--- config.mk ---
export PLATFORM = sky130hd
export DESIGN_NAME = adc_step_sequencer
export DESIGN_NICKNAME = d
export VERILOG_FILES = /design/src/rtl/adc_seq_pkg.sv /design/src/rtl/adc_seq_cfg.sv /design/src/rtl/adc_seq_walker.sv /design/src/rtl/adc_seq_status.sv /design/src/rtl/adc_step_sequencer.sv
export SDC_FILE = /design/constraint.sdc
export NUM_CORES = 1
export LEC_CHECK = 0
export BUFFER_PORTS_ARGS = -buffer_cell sky130_fd_sc_hd__buf_4
export CAP_MARGIN = 30
export CORE_MARGIN = 2
export CORE_UTILIZATION = 44
export CTS_BUF_LIST = sky130_fd_sc_hd__clkbuf_8
export DETAILED_ROUTE_END_ITERATION = 6
export PLACE_DENSITY = 0.79
export REMOVE_ABC_BUFFERS = 1
export SLEW_MARGIN = 5
export SYNTH_ARGS = -nofsm -noshare
export SYNTH_HDL_FRONTEND = slang
export SYNTH_SLANG_ARGS = --single-unit
--- constraint.sdc ---
create_clock -name clk -period 2.2 [get_ports clk]
set_input_delay 0.22 -clock clk [delete_from_list [all_inputs] [get_ports clk]]
set_output_delay 0.22 -clock clk [all_outputs]
set_load 0.05 [all_outputs]
--- src/rtl/adc_seq_pkg.sv ---
// Shared constants and step decoding for the sample sequencer.
// Assumes at most eight steps and 4-bit nibbles per step in each word.
package adc_seq_pkg;
    localparam int MAX_STEPS = 8;
    localparam int CH_W      = 2;
    localparam int TAG_W     = 3;
    localparam int AIN_W     = CH_W + 1;

    typedef struct packed {
        logic            ts;
        logic            ie;
        logic            last;
        logic            diff;
        logic [CH_W-1:0] ch;
    } step_t;

    // Extract step k's fields from the two configuration words.
    function automatic step_t pick_step(input logic [31:0] sel_w,
                                        input logic [31:0] ctl_w,
                                        input logic [TAG_W-1:0] k);
        step_t s;
        logic [3:0] nib;
        nib    = ctl_w[{k, 2'b00} +: 4];
        s.ts   = nib[3];
        s.ie   = nib[2];
        s.last = nib[1];
        s.diff = nib[0];
        s.ch   = sel_w[{k, 2'b00} +: CH_W];
        return s;
    endfunction
endpackage

--- src/rtl/adc_seq_cfg.sv ---
// Holds the select and control words. Reserved select bits are kept at
// zero. A single-step build forces the step-0 end bit on the readback.
// Assumes writes are single-cycle strobes.
module adc_seq_cfg #(
    parameter int NUM_STEPS = 8
) (
    input  logic        clk,
    input  logic        rst_n,
    input  logic        mux_we_i,
    input  logic        ctl_we_i,
    input  logic [31:0] wdata_i,
    output logic [31:0] mux_o,
    output logic [31:0] ctl_o
);
    import adc_seq_pkg::*;

    localparam logic [3:0]  NIB_KEEP = 4'((1 << CH_W) - 1);
    localparam logic [31:0] MUX_KEEP = {MAX_STEPS{NIB_KEEP}};

    logic [31:0] mux_q;
    logic [31:0] ctl_q;

    // Configuration storage, cleared on reset.
    always_ff @(posedge clk) begin
        if (!rst_n) begin
            mux_q <= '0;
            ctl_q <= '0;
        end else begin
            if (mux_we_i) mux_q <= wdata_i & MUX_KEEP;
            if (ctl_we_i) ctl_q <= wdata_i;
        end
    end

    assign mux_o = mux_q;

    generate
        if (NUM_STEPS == 1) begin : g_single
            assign ctl_o = ctl_q | 32'h0000_0002;
        end else begin : g_multi
            assign ctl_o = ctl_q;
        end
    endgenerate
endmodule

--- src/rtl/adc_seq_walker.sv ---
// Walks the step list: holds the request, decodes the step's input
// selection, registers one push per done pulse, and emits event pulses
// for the status block. Assumes done only arrives while requested.
module adc_seq_walker #(
    parameter int NUM_STEPS = 8,
    parameter int RES_W     = 12
) (
    input  logic                          clk,
    input  logic                          rst_n,
    input  logic                          trig_i,
    input  logic [31:0]                   mux_i,
    input  logic [31:0]                   ctl_i,
    input  logic                          conv_done_i,
    input  logic [RES_W-1:0]              conv_data_i,
    output logic                          busy_o,
    output logic                          conv_req_o,
    output logic [adc_seq_pkg::AIN_W-1:0] conv_pos_o,
    output logic [adc_seq_pkg::AIN_W-1:0] conv_neg_o,
    output logic                          conv_diff_o,
    output logic                          conv_temp_o,
    output logic                          push_o,
    output logic [adc_seq_pkg::TAG_W-1:0] push_tag_o,
    output logic [RES_W-1:0]              push_data_o,
    output logic                          irq_evt_o,
    output logic                          err_evt_o,
    output logic                          ovf_evt_o
);
    import adc_seq_pkg::*;

    localparam logic [TAG_W-1:0] LAST_IDX = TAG_W'(NUM_STEPS - 1);

    logic             busy_q;
    logic [TAG_W-1:0] step_q;
    step_t            cur;
    logic             done_ok;
    logic             finish;

    // Decode the current step and its stop condition.
    always_comb begin
        cur     = pick_step(mux_i, ctl_i, step_q);
        done_ok = busy_q && conv_done_i;
        finish  = cur.last || (step_q == LAST_IDX);
    end

    // Sequencing state and the registered FIFO push.
    always_ff @(posedge clk) begin
        if (!rst_n) begin
            busy_q      <= 1'b0;
            step_q      <= '0;
            push_o      <= 1'b0;
            push_tag_o  <= '0;
            push_data_o <= '0;
        end else begin
            push_o <= done_ok;
            if (done_ok) begin
                push_tag_o  <= step_q;
                push_data_o <= conv_data_i;
            end
            if (!busy_q && trig_i) begin
                busy_q <= 1'b1;
                step_q <= '0;
            end else if (done_ok) begin
                if (finish) busy_q <= 1'b0;
                else        step_q <= step_q + 1'b1;
            end
        end
    end

    // Converter input selection for the current step.
    always_comb begin
        conv_req_o  = busy_q;
        conv_temp_o = busy_q && cur.ts;
        conv_diff_o = busy_q && cur.diff && !cur.ts;
        conv_pos_o  = '0;
        conv_neg_o  = '0;
        if (!cur.ts) begin
            if (cur.diff) begin
                conv_pos_o = {cur.ch, 1'b0};
                conv_neg_o = {cur.ch, 1'b1};
            end else begin
                conv_pos_o = {1'b0, cur.ch};
            end
        end
    end

    assign busy_o    = busy_q;
    assign irq_evt_o = done_ok && cur.ie;
    assign err_evt_o = done_ok && (step_q == LAST_IDX) && !cur.last;
    assign ovf_evt_o = busy_q && trig_i;


    push_follows_done_chk: assert property (@(posedge clk) disable iff (!rst_n)
        done_ok |=> (push_o && push_tag_o == $past(step_q)));


    stop_after_end_chk: assert property (@(posedge clk) disable iff (!rst_n)
        (done_ok && cur.last) |=> !conv_req_o);


    temp_not_diff_chk: assert property (@(posedge clk) disable iff (!rst_n)
        conv_temp_o |-> (!conv_diff_o && conv_pos_o == '0));
endmodule

--- src/rtl/adc_seq_status.sv ---
// Sticky status flags with write-1-to-clear. A set in the same cycle as
// a clear wins. Also applies the interrupt mask.
// Assumes event inputs are single-cycle pulses.
module adc_seq_status (
    input  logic       clk,
    input  logic       rst_n,
    input  logic       irq_evt_i,
    input  logic       err_evt_i,
    input  logic       ovf_evt_i,
    input  logic [2:0] clr_i,
    input  logic       mask_i,
    output logic       irq_raw_o,
    output logic       irq_o,
    output logic       err_o,
    output logic       ovf_o
);
    logic raw_q, err_q, ovf_q;

    // Sticky flags: a set has priority over a clear.
    always_ff @(posedge clk) begin
        if (!rst_n) begin
            raw_q <= 1'b0;
            err_q <= 1'b0;
            ovf_q <= 1'b0;
        end else begin
            raw_q <= irq_evt_i | (raw_q & ~clr_i[0]);
            ovf_q <= ovf_evt_i | (ovf_q & ~clr_i[1]);
            err_q <= err_evt_i | (err_q & ~clr_i[2]);
        end
    end

    assign irq_raw_o = raw_q;
    assign irq_o     = raw_q & mask_i;
    assign err_o     = err_q;
    assign ovf_o     = ovf_q;


    raw_sticky_chk: assert property (@(posedge clk) disable iff (!rst_n)
        $fell(raw_q) |-> $past(clr_i[0]));


    err_sticky_chk: assert property (@(posedge clk) disable iff (!rst_n)
        $fell(err_q) |-> $past(clr_i[2]));
endmodule

--- src/rtl/adc_step_sequencer.sv ---
// Top of the multi-step sample sequencer: configuration words, step
// walker and sticky status. NUM_STEPS of 1 gives the single-step variant.
// Assumes NUM_STEPS is between 1 and 8.
module adc_step_sequencer #(
    parameter int NUM_STEPS = 8,
    parameter int RES_W     = 12
) (
    input  logic             clk,
    input  logic             rst_n,
    input  logic             mux_we_i,
    input  logic             ctl_we_i,
    input  logic [31:0]      cfg_wdata_i,
    output logic [31:0]      mux_rd_o,
    output logic [31:0]      ctl_rd_o,
    input  logic             trig_i,
    output logic             busy_o,
    output logic             conv_req_o,
    output logic [2:0]       conv_pos_o,
    output logic [2:0]       conv_neg_o,
    output logic             conv_diff_o,
    output logic             conv_temp_o,
    input  logic             conv_done_i,
    input  logic [RES_W-1:0] conv_data_i,
    output logic             fifo_push_o,
    output logic [2:0]       fifo_tag_o,
    output logic [RES_W-1:0] fifo_data_o,
    input  logic             irq_mask_i,
    input  logic [2:0]       stat_clr_i,
    output logic             irq_raw_o,
    output logic             irq_o,
    output logic             cfg_err_o,
    output logic             trig_ovf_o
);
    logic irq_evt, err_evt, ovf_evt;

    adc_seq_cfg #(.NUM_STEPS(NUM_STEPS)) u_cfg (
        .clk(clk), .rst_n(rst_n), .mux_we_i(mux_we_i), .ctl_we_i(ctl_we_i),
        .wdata_i(cfg_wdata_i), .mux_o(mux_rd_o), .ctl_o(ctl_rd_o)
    );

    adc_seq_walker #(.NUM_STEPS(NUM_STEPS), .RES_W(RES_W)) u_walk (
        .clk(clk), .rst_n(rst_n), .trig_i(trig_i), .mux_i(mux_rd_o),
        .ctl_i(ctl_rd_o), .conv_done_i(conv_done_i), .conv_data_i(conv_data_i),
        .busy_o(busy_o), .conv_req_o(conv_req_o), .conv_pos_o(conv_pos_o),
        .conv_neg_o(conv_neg_o), .conv_diff_o(conv_diff_o),
        .conv_temp_o(conv_temp_o), .push_o(fifo_push_o),
        .push_tag_o(fifo_tag_o), .push_data_o(fifo_data_o),
        .irq_evt_o(irq_evt), .err_evt_o(err_evt), .ovf_evt_o(ovf_evt)
    );

    adc_seq_status u_stat (
        .clk(clk), .rst_n(rst_n), .irq_evt_i(irq_evt), .err_evt_i(err_evt),
        .ovf_evt_i(ovf_evt), .clr_i(stat_clr_i), .mask_i(irq_mask_i),
        .irq_raw_o(irq_raw_o), .irq_o(irq_o), .err_o(cfg_err_o),
        .ovf_o(trig_ovf_o)
    );


    trig_busy_ovf_chk: assert property (@(posedge clk) disable iff (!rst_n)
        (trig_i && busy_o) |=> trig_ovf_o);
endmodule

; Word-level counts from Yosys, hierarchy flattened
; Index checks and enable logic that the tools add are counted.
[totals]
register_bits = 71
out_inout_bits = 94
[classes]
reduce_logical = 18
mux = 7
n_shift = 2
n_bitwise = 12
eq_ne = 1
add_sub_neg = 1
[ops]
columns = operator, n
row1 = indexed part select 32 x 6 -> 2 bit, 1
row2 = indexed part select 32 x 6 -> 4 bit, 1
row3 = 2-to-1 mux 3 bit, 4
row4 = logical AND 1 bit, 9
row5 = inverter 1 bit, 5
row6 = bitwise AND 1 bit, 4
row7 = AND reduction 2 bit, 2
row8 = nonzero test 2 bit, 2
row9 = adder 3 x 1 -> 3 bit (second input constant), 1
row10 = equality test 3 bit (second input constant), 1
row11 = zero test 1 bit, 3
row12 = 2-to-1 mux 1 bit, 3
row13 = bitwise OR 1 bit, 3
row14 = OR reduction 2 bit, 1
row15 = logical OR 1 bit, 1

; Longest topological paths before layout
[logic_depth]
ltp_word = 5
mapped_depth = 6
depth_no_buf = 5

; Hierarchy
; From an unflattened synthesis, not the netlist that was laid out.
[unflattened]
hier_cells = 308
area_unflattened_um2 = 3355.7
[by_module_without_submodules]
columns = mod, area_each_um2, instances, cells_per_inst, seq_area_each_um2
row1 = adc_seq_cfg, 1990.7, 1, 172, 960.9
row2 = adc_seq_walker, 1248.7, 1, 126, 400.4
row3 = adc_seq_status, 116.4, 1, 10, 60.1

; Worst setup path before layout
; OpenSTA, ideal clock, no wires.
[synth_timing]
path_type = register -> output
from = register u_walk.step_q[0]
to = output conv_pos_o[0]
arrival_ns = 2.541
stages_incl_launch_ff = 5
required_time_ns = 1.980
path_slack_ns = -0.561
path_buffers = 1
path_cell_list = dfxtp_1 > buf_6 > mux4_2 > mux2_4 > nor3b_1
[synth_via]
elab_chain_cells = 3
elab_cells_between_ends = 4
cone_classes = 2 x shift / 2 x mux
[synth_lines]
columns = item, line_no
row1 = from (decl), adc_seq_walker.sv:33  ; logic [TAG_W-1:0] step_q;
row2 = from (signal assigned), adc_seq_walker.sv:64  ; else step_q <= step_q + 1'b1;
row3 = indexed part select 32 x 6 -> 2 bit / indexed part select 32 x 6 -> 4 bit (equally long branches), "adc_seq_pkg.sv:28, adc_seq_pkg.sv:23"
row4 = 2-to-1 mux 3 bit, adc_seq_walker.sv:77  ; if (cur.diff) begin
row5 = 2-to-1 mux 3 bit *, adc_seq_walker.sv:76  ; if (!cur.ts) begin
row6 = to (decl), adc_step_sequencer.sv:18  ; output logic [2:0] conv_pos_o,
; Mark *: on every way between the ends. The rest lies on a longest branch, timed or not.

; Final worst setup path
[layout_timing]
from = register u_walk.step_q[0]
to = output conv_pos_o[1]
; Same word-level chain as after synthesis.

==> impl_metrics.py <==
metrics = {
    "status": {
        "status": "finished, violations left",
        "violations": "negative setup slack",
    },
    "detailed_routing": {
        "postRouteAntennaNets": 0,
        "vias": 2578,
        "drtIter0Drc": 86,
        "drc": 0,
        "dr.pass1.iters": 4,
        "wl_um": 7730,
        "wl_per_cell_um": 14.2,
        "vias_per_cell": 4.74,
    },
    "die": {
        "dieArea_sq_um": 8100,
        "pin_count": 148,
        "die_h_um": 90.0,
        "start_util_pct": 45.1,
        "die_w_um": 90.0,
        "num_rows": 31,
        "design.core.area_sq_um": 7210,
    },
    "final_layout": {
        "nFillCells": 641,
        "drive_gt1_share_pct": 41.6,
        "fin_cells": 544,
        "areaGrowthSynthToFinish_pct": 41.4,
        "fin_area_sq_um": 4600,
        "layout_common_cells": "buf_4, dfxtp_1, mux2i_1, nor2b_1, nand2_1",
        "diodes": 0,
        "nNetsFinal": 496,
        "mostFrequentLayoutCell": "buf_4",
        "regArea_sq_um": 1430,
        "finish.utilization_pct": 63.8,
        "multi_input_area_sq_um": 1720,
    },
    "critical_path": {
        "max_stage_delay_ps": 500,
        "critPathMaxFanout": 4,
        "slowest_stage": "mux4_2",
        "critical_path_class": "reg -> out",
        "start_kind": "flip-flop",
        "cp_cell_sequence": "mux4_2 > mux2_4 > buf_4 > a211oi_4 > buf_6",
        "required_ps": 1980,
        "arrival_ps": 2080,
        "critPathCaptureType": "output pin",
    },
    "logic_synthesis": {
        "synth_cell_type_count": 28,
        "async_reset_ff_share_pct": 0,
        "syn_area_sq_um": 3260,
        "synth_cells": 309,
        "synth-simple-area-share_pct": 16.8,
        "synth_compound_area_share_pct": 5.00,
        "synthAdderAreaFrac_pct": 0.769,
        "synth-edff-count": 0,
        "ys_warn_count": 0,
        "synth-xor-area-share_pct": 0,
        "ys_seq_elements": 71,
        "synth-seq-area-share_pct": 43.7,
        "synth_mux_area_share_pct": 26.6,
        "synthFlopType": "dfxtp_1",
        "syn-mean-instance-area_sq_um": 10.5,
        "synth_top_family_by_area": "multiplexers",
    },
    "clock_network": {
        "cts_root_buf": "clkbuf_8",
        "cts_tree": "yes",
        "clk_pin_slew_ps": 80,
        "htreeDepth": 3,
        "clock_sinks": 71,
        "cts_buffer_depth": 2,
        "clock_latency_ps": 330,
        "cts_hold_buffers": 0,
        "cts_buffers": 9,
    },
    "global_route": {
        "grtUsageMet1_pct": 22.7,
        "grt_pass1_wl_um": 12400,
        "grtUsageMet3_pct": 4.69,
        "grt_use_met2_pct": 32.8,
        "busiest_layer": "met2",
        "track_usage_pct": 18.5,
        "gr-total-overflow": 0,
        "grt_pass1_vias": 2511,
        "antenna_found_initial": 0,
        "grt_max_degree": 69,
    },
    "sta": {
        "clock.fmax_mhz": 434,
        "fin_worst_hold_slack_ps": 66.4,
        "final_hold_viol_count": 0,
        "fin_ws_ps": -103,
        "period_minus_slack_ps": 2300,
        "setup_viol_count_final": 6,
        "period_share_pct": 105,
        "maxSlewViolCount": 0,
        "finClkSkew_ps": 9.09,
        "tightest_slew_ps": 635,
        "rsz0062_at_grt": "yes",
        "worst_slew_margin_rel_pct": 57.6,
    },
    "placed_design": {
        "dp_hpwl_um": 5780,
        "gp_congestion": 0.734,
        "port_buffers": 131,
        "place_inst": 525,
        "dpl_cell_area_sq_um": 4260,
    },
    "power_and_ir_drop": {
        "pwr-share-seq_pct": 42.5,
        "leakage_nw": 2.11,
        "power.density_nw_per_um2": 719,
        "swShare_pct": 31.3,
        "switchingPower_mw": 1.04,
        "p_int_mw": 2.27,
        "share_clk_of_total_power_pct": 34.4,
        "ir_drop_v": 0.000497,
        "comb_power_share_pct": 23.1,
    },
    "job": {
        "drv_cap": 0,
    },
    "min_path": {
        "hold_path.class": "in -> reg",
    },
}
==> layer usage <==
layer / routed length, um / vias up
li1: - / 1277
met1: 3230 / 1210
met2: 3960 / 85
met3: 487 / 6
met4: 53 / 0
met5: 0 / -
==> state kept, by name (all words and copies together), names as in the netlist <==
| register | flops |
|---|---|
| u_stat.err_o | 1 |
| u_walk.push_o | 1 |
| u_cfg.ctl_o | 32 |
| u_stat.irq_raw_o | 1 |
| u_stat.ovf_o | 1 |
| u_walk.busy_o | 1 |
| u_walk.push_data_o | 12 |
| u_cfg.mux_o | 16 |
| u_walk.push_tag_o | 3 |
| u_walk.step_q | 3 |
==> worst paths after layout <==
path / endpoint / start / slack, ps / cells after the start
setup / recovery: conv_pos_o[1] / u_walk.step_q[0] / -100 / 5
hold / removal: u_stat.irq_raw_o / stat_clr_i[0] / 70 / 2
setup reg to reg: u_walk.step_q[1] / u_walk.step_q[0] / 280 / 5
hold reg to reg: u_walk.push_data_o[4] / u_walk.push_data_o[4] / 470 / 2
==> cell families (layout without fill, tap and decap cells) <==
family | after synthesis | in the layout
compound gates | 22 | 22
fa+ha+maj | 2 | 2
buf+inv | 41 | 162
flops | 71 | 71
mux | 71 | 71
other cells | 1 | 16
simple gates | 101 | 101
==> cell usage after synthesis (all sizes together) (3+ instances only) <==
master | n | area share, %
a21boi | 17 | 3.9
and2 | 4 | 0.77
mux2 | 5 | 1.8
nor2b | 49 | 9.4
nor2 | 3 | 0.58
inv | 4 | 0.46
dfxtp | 71 | 44
clkbuf | 12 | 1.4
mux4 | 11 | 7.8
mux2i | 55 | 17
nand2 | 40 | 4.6
buf | 25 | 5.3
==> final cells by class <==
cell class / instances / share of cell area [%]
Multi-Input combinational cell: 212 / 37.3
Sequential cell: 71 / 31.0
Timing Repair Buffer: 142 / 23.8
Clock buffer: 9 / 2.69
Tap cell: 99 / 2.69
Clock inverter: 7 / 2.12
Inverter: 4 / 0.326
==> critical path: cells and delay by family, from the launching register on <==
kind	cells	cell delay, ps
AO/OA/AOI/OAI	1	230
buffers and inverters	2	340
flip-flops	1	380
multiplexers	2	800
==> power groups by stage <==
stage / sequential, mW / clock, mW / combinational (mW)
3_5_place_dp: 1.44 / 0 / 0.741
2_1_floorplan: 1.65 / 0 / 0.247
6_report: 1.41 / 1.14 / 0.765
4_1_cts: 1.41 / 1.16 / 0.754
5_1_grt: 1.42 / 1.22 / 0.801
3_3_place_gp: 1.44 / 0 / 0.730
==> what timing repair did <==
action,CTS,global route
setup endpoints to repair,8,7
pin swaps,1,1
setup buffers,1,2
resized for setup,15,8
==> stage by stage <==
stage	setup TNS, ps	setup WS (ps)	power [mW]
after CTS	-529	-110	3.32
after global routing	-912	-160	3.44
after floorplan	-2990	-744	1.90
after detailed placement	0	62.7	2.18
after global placement	0	76.5	2.17
final	-466	-103	3.31
Power figures use the tool's default switching activity.
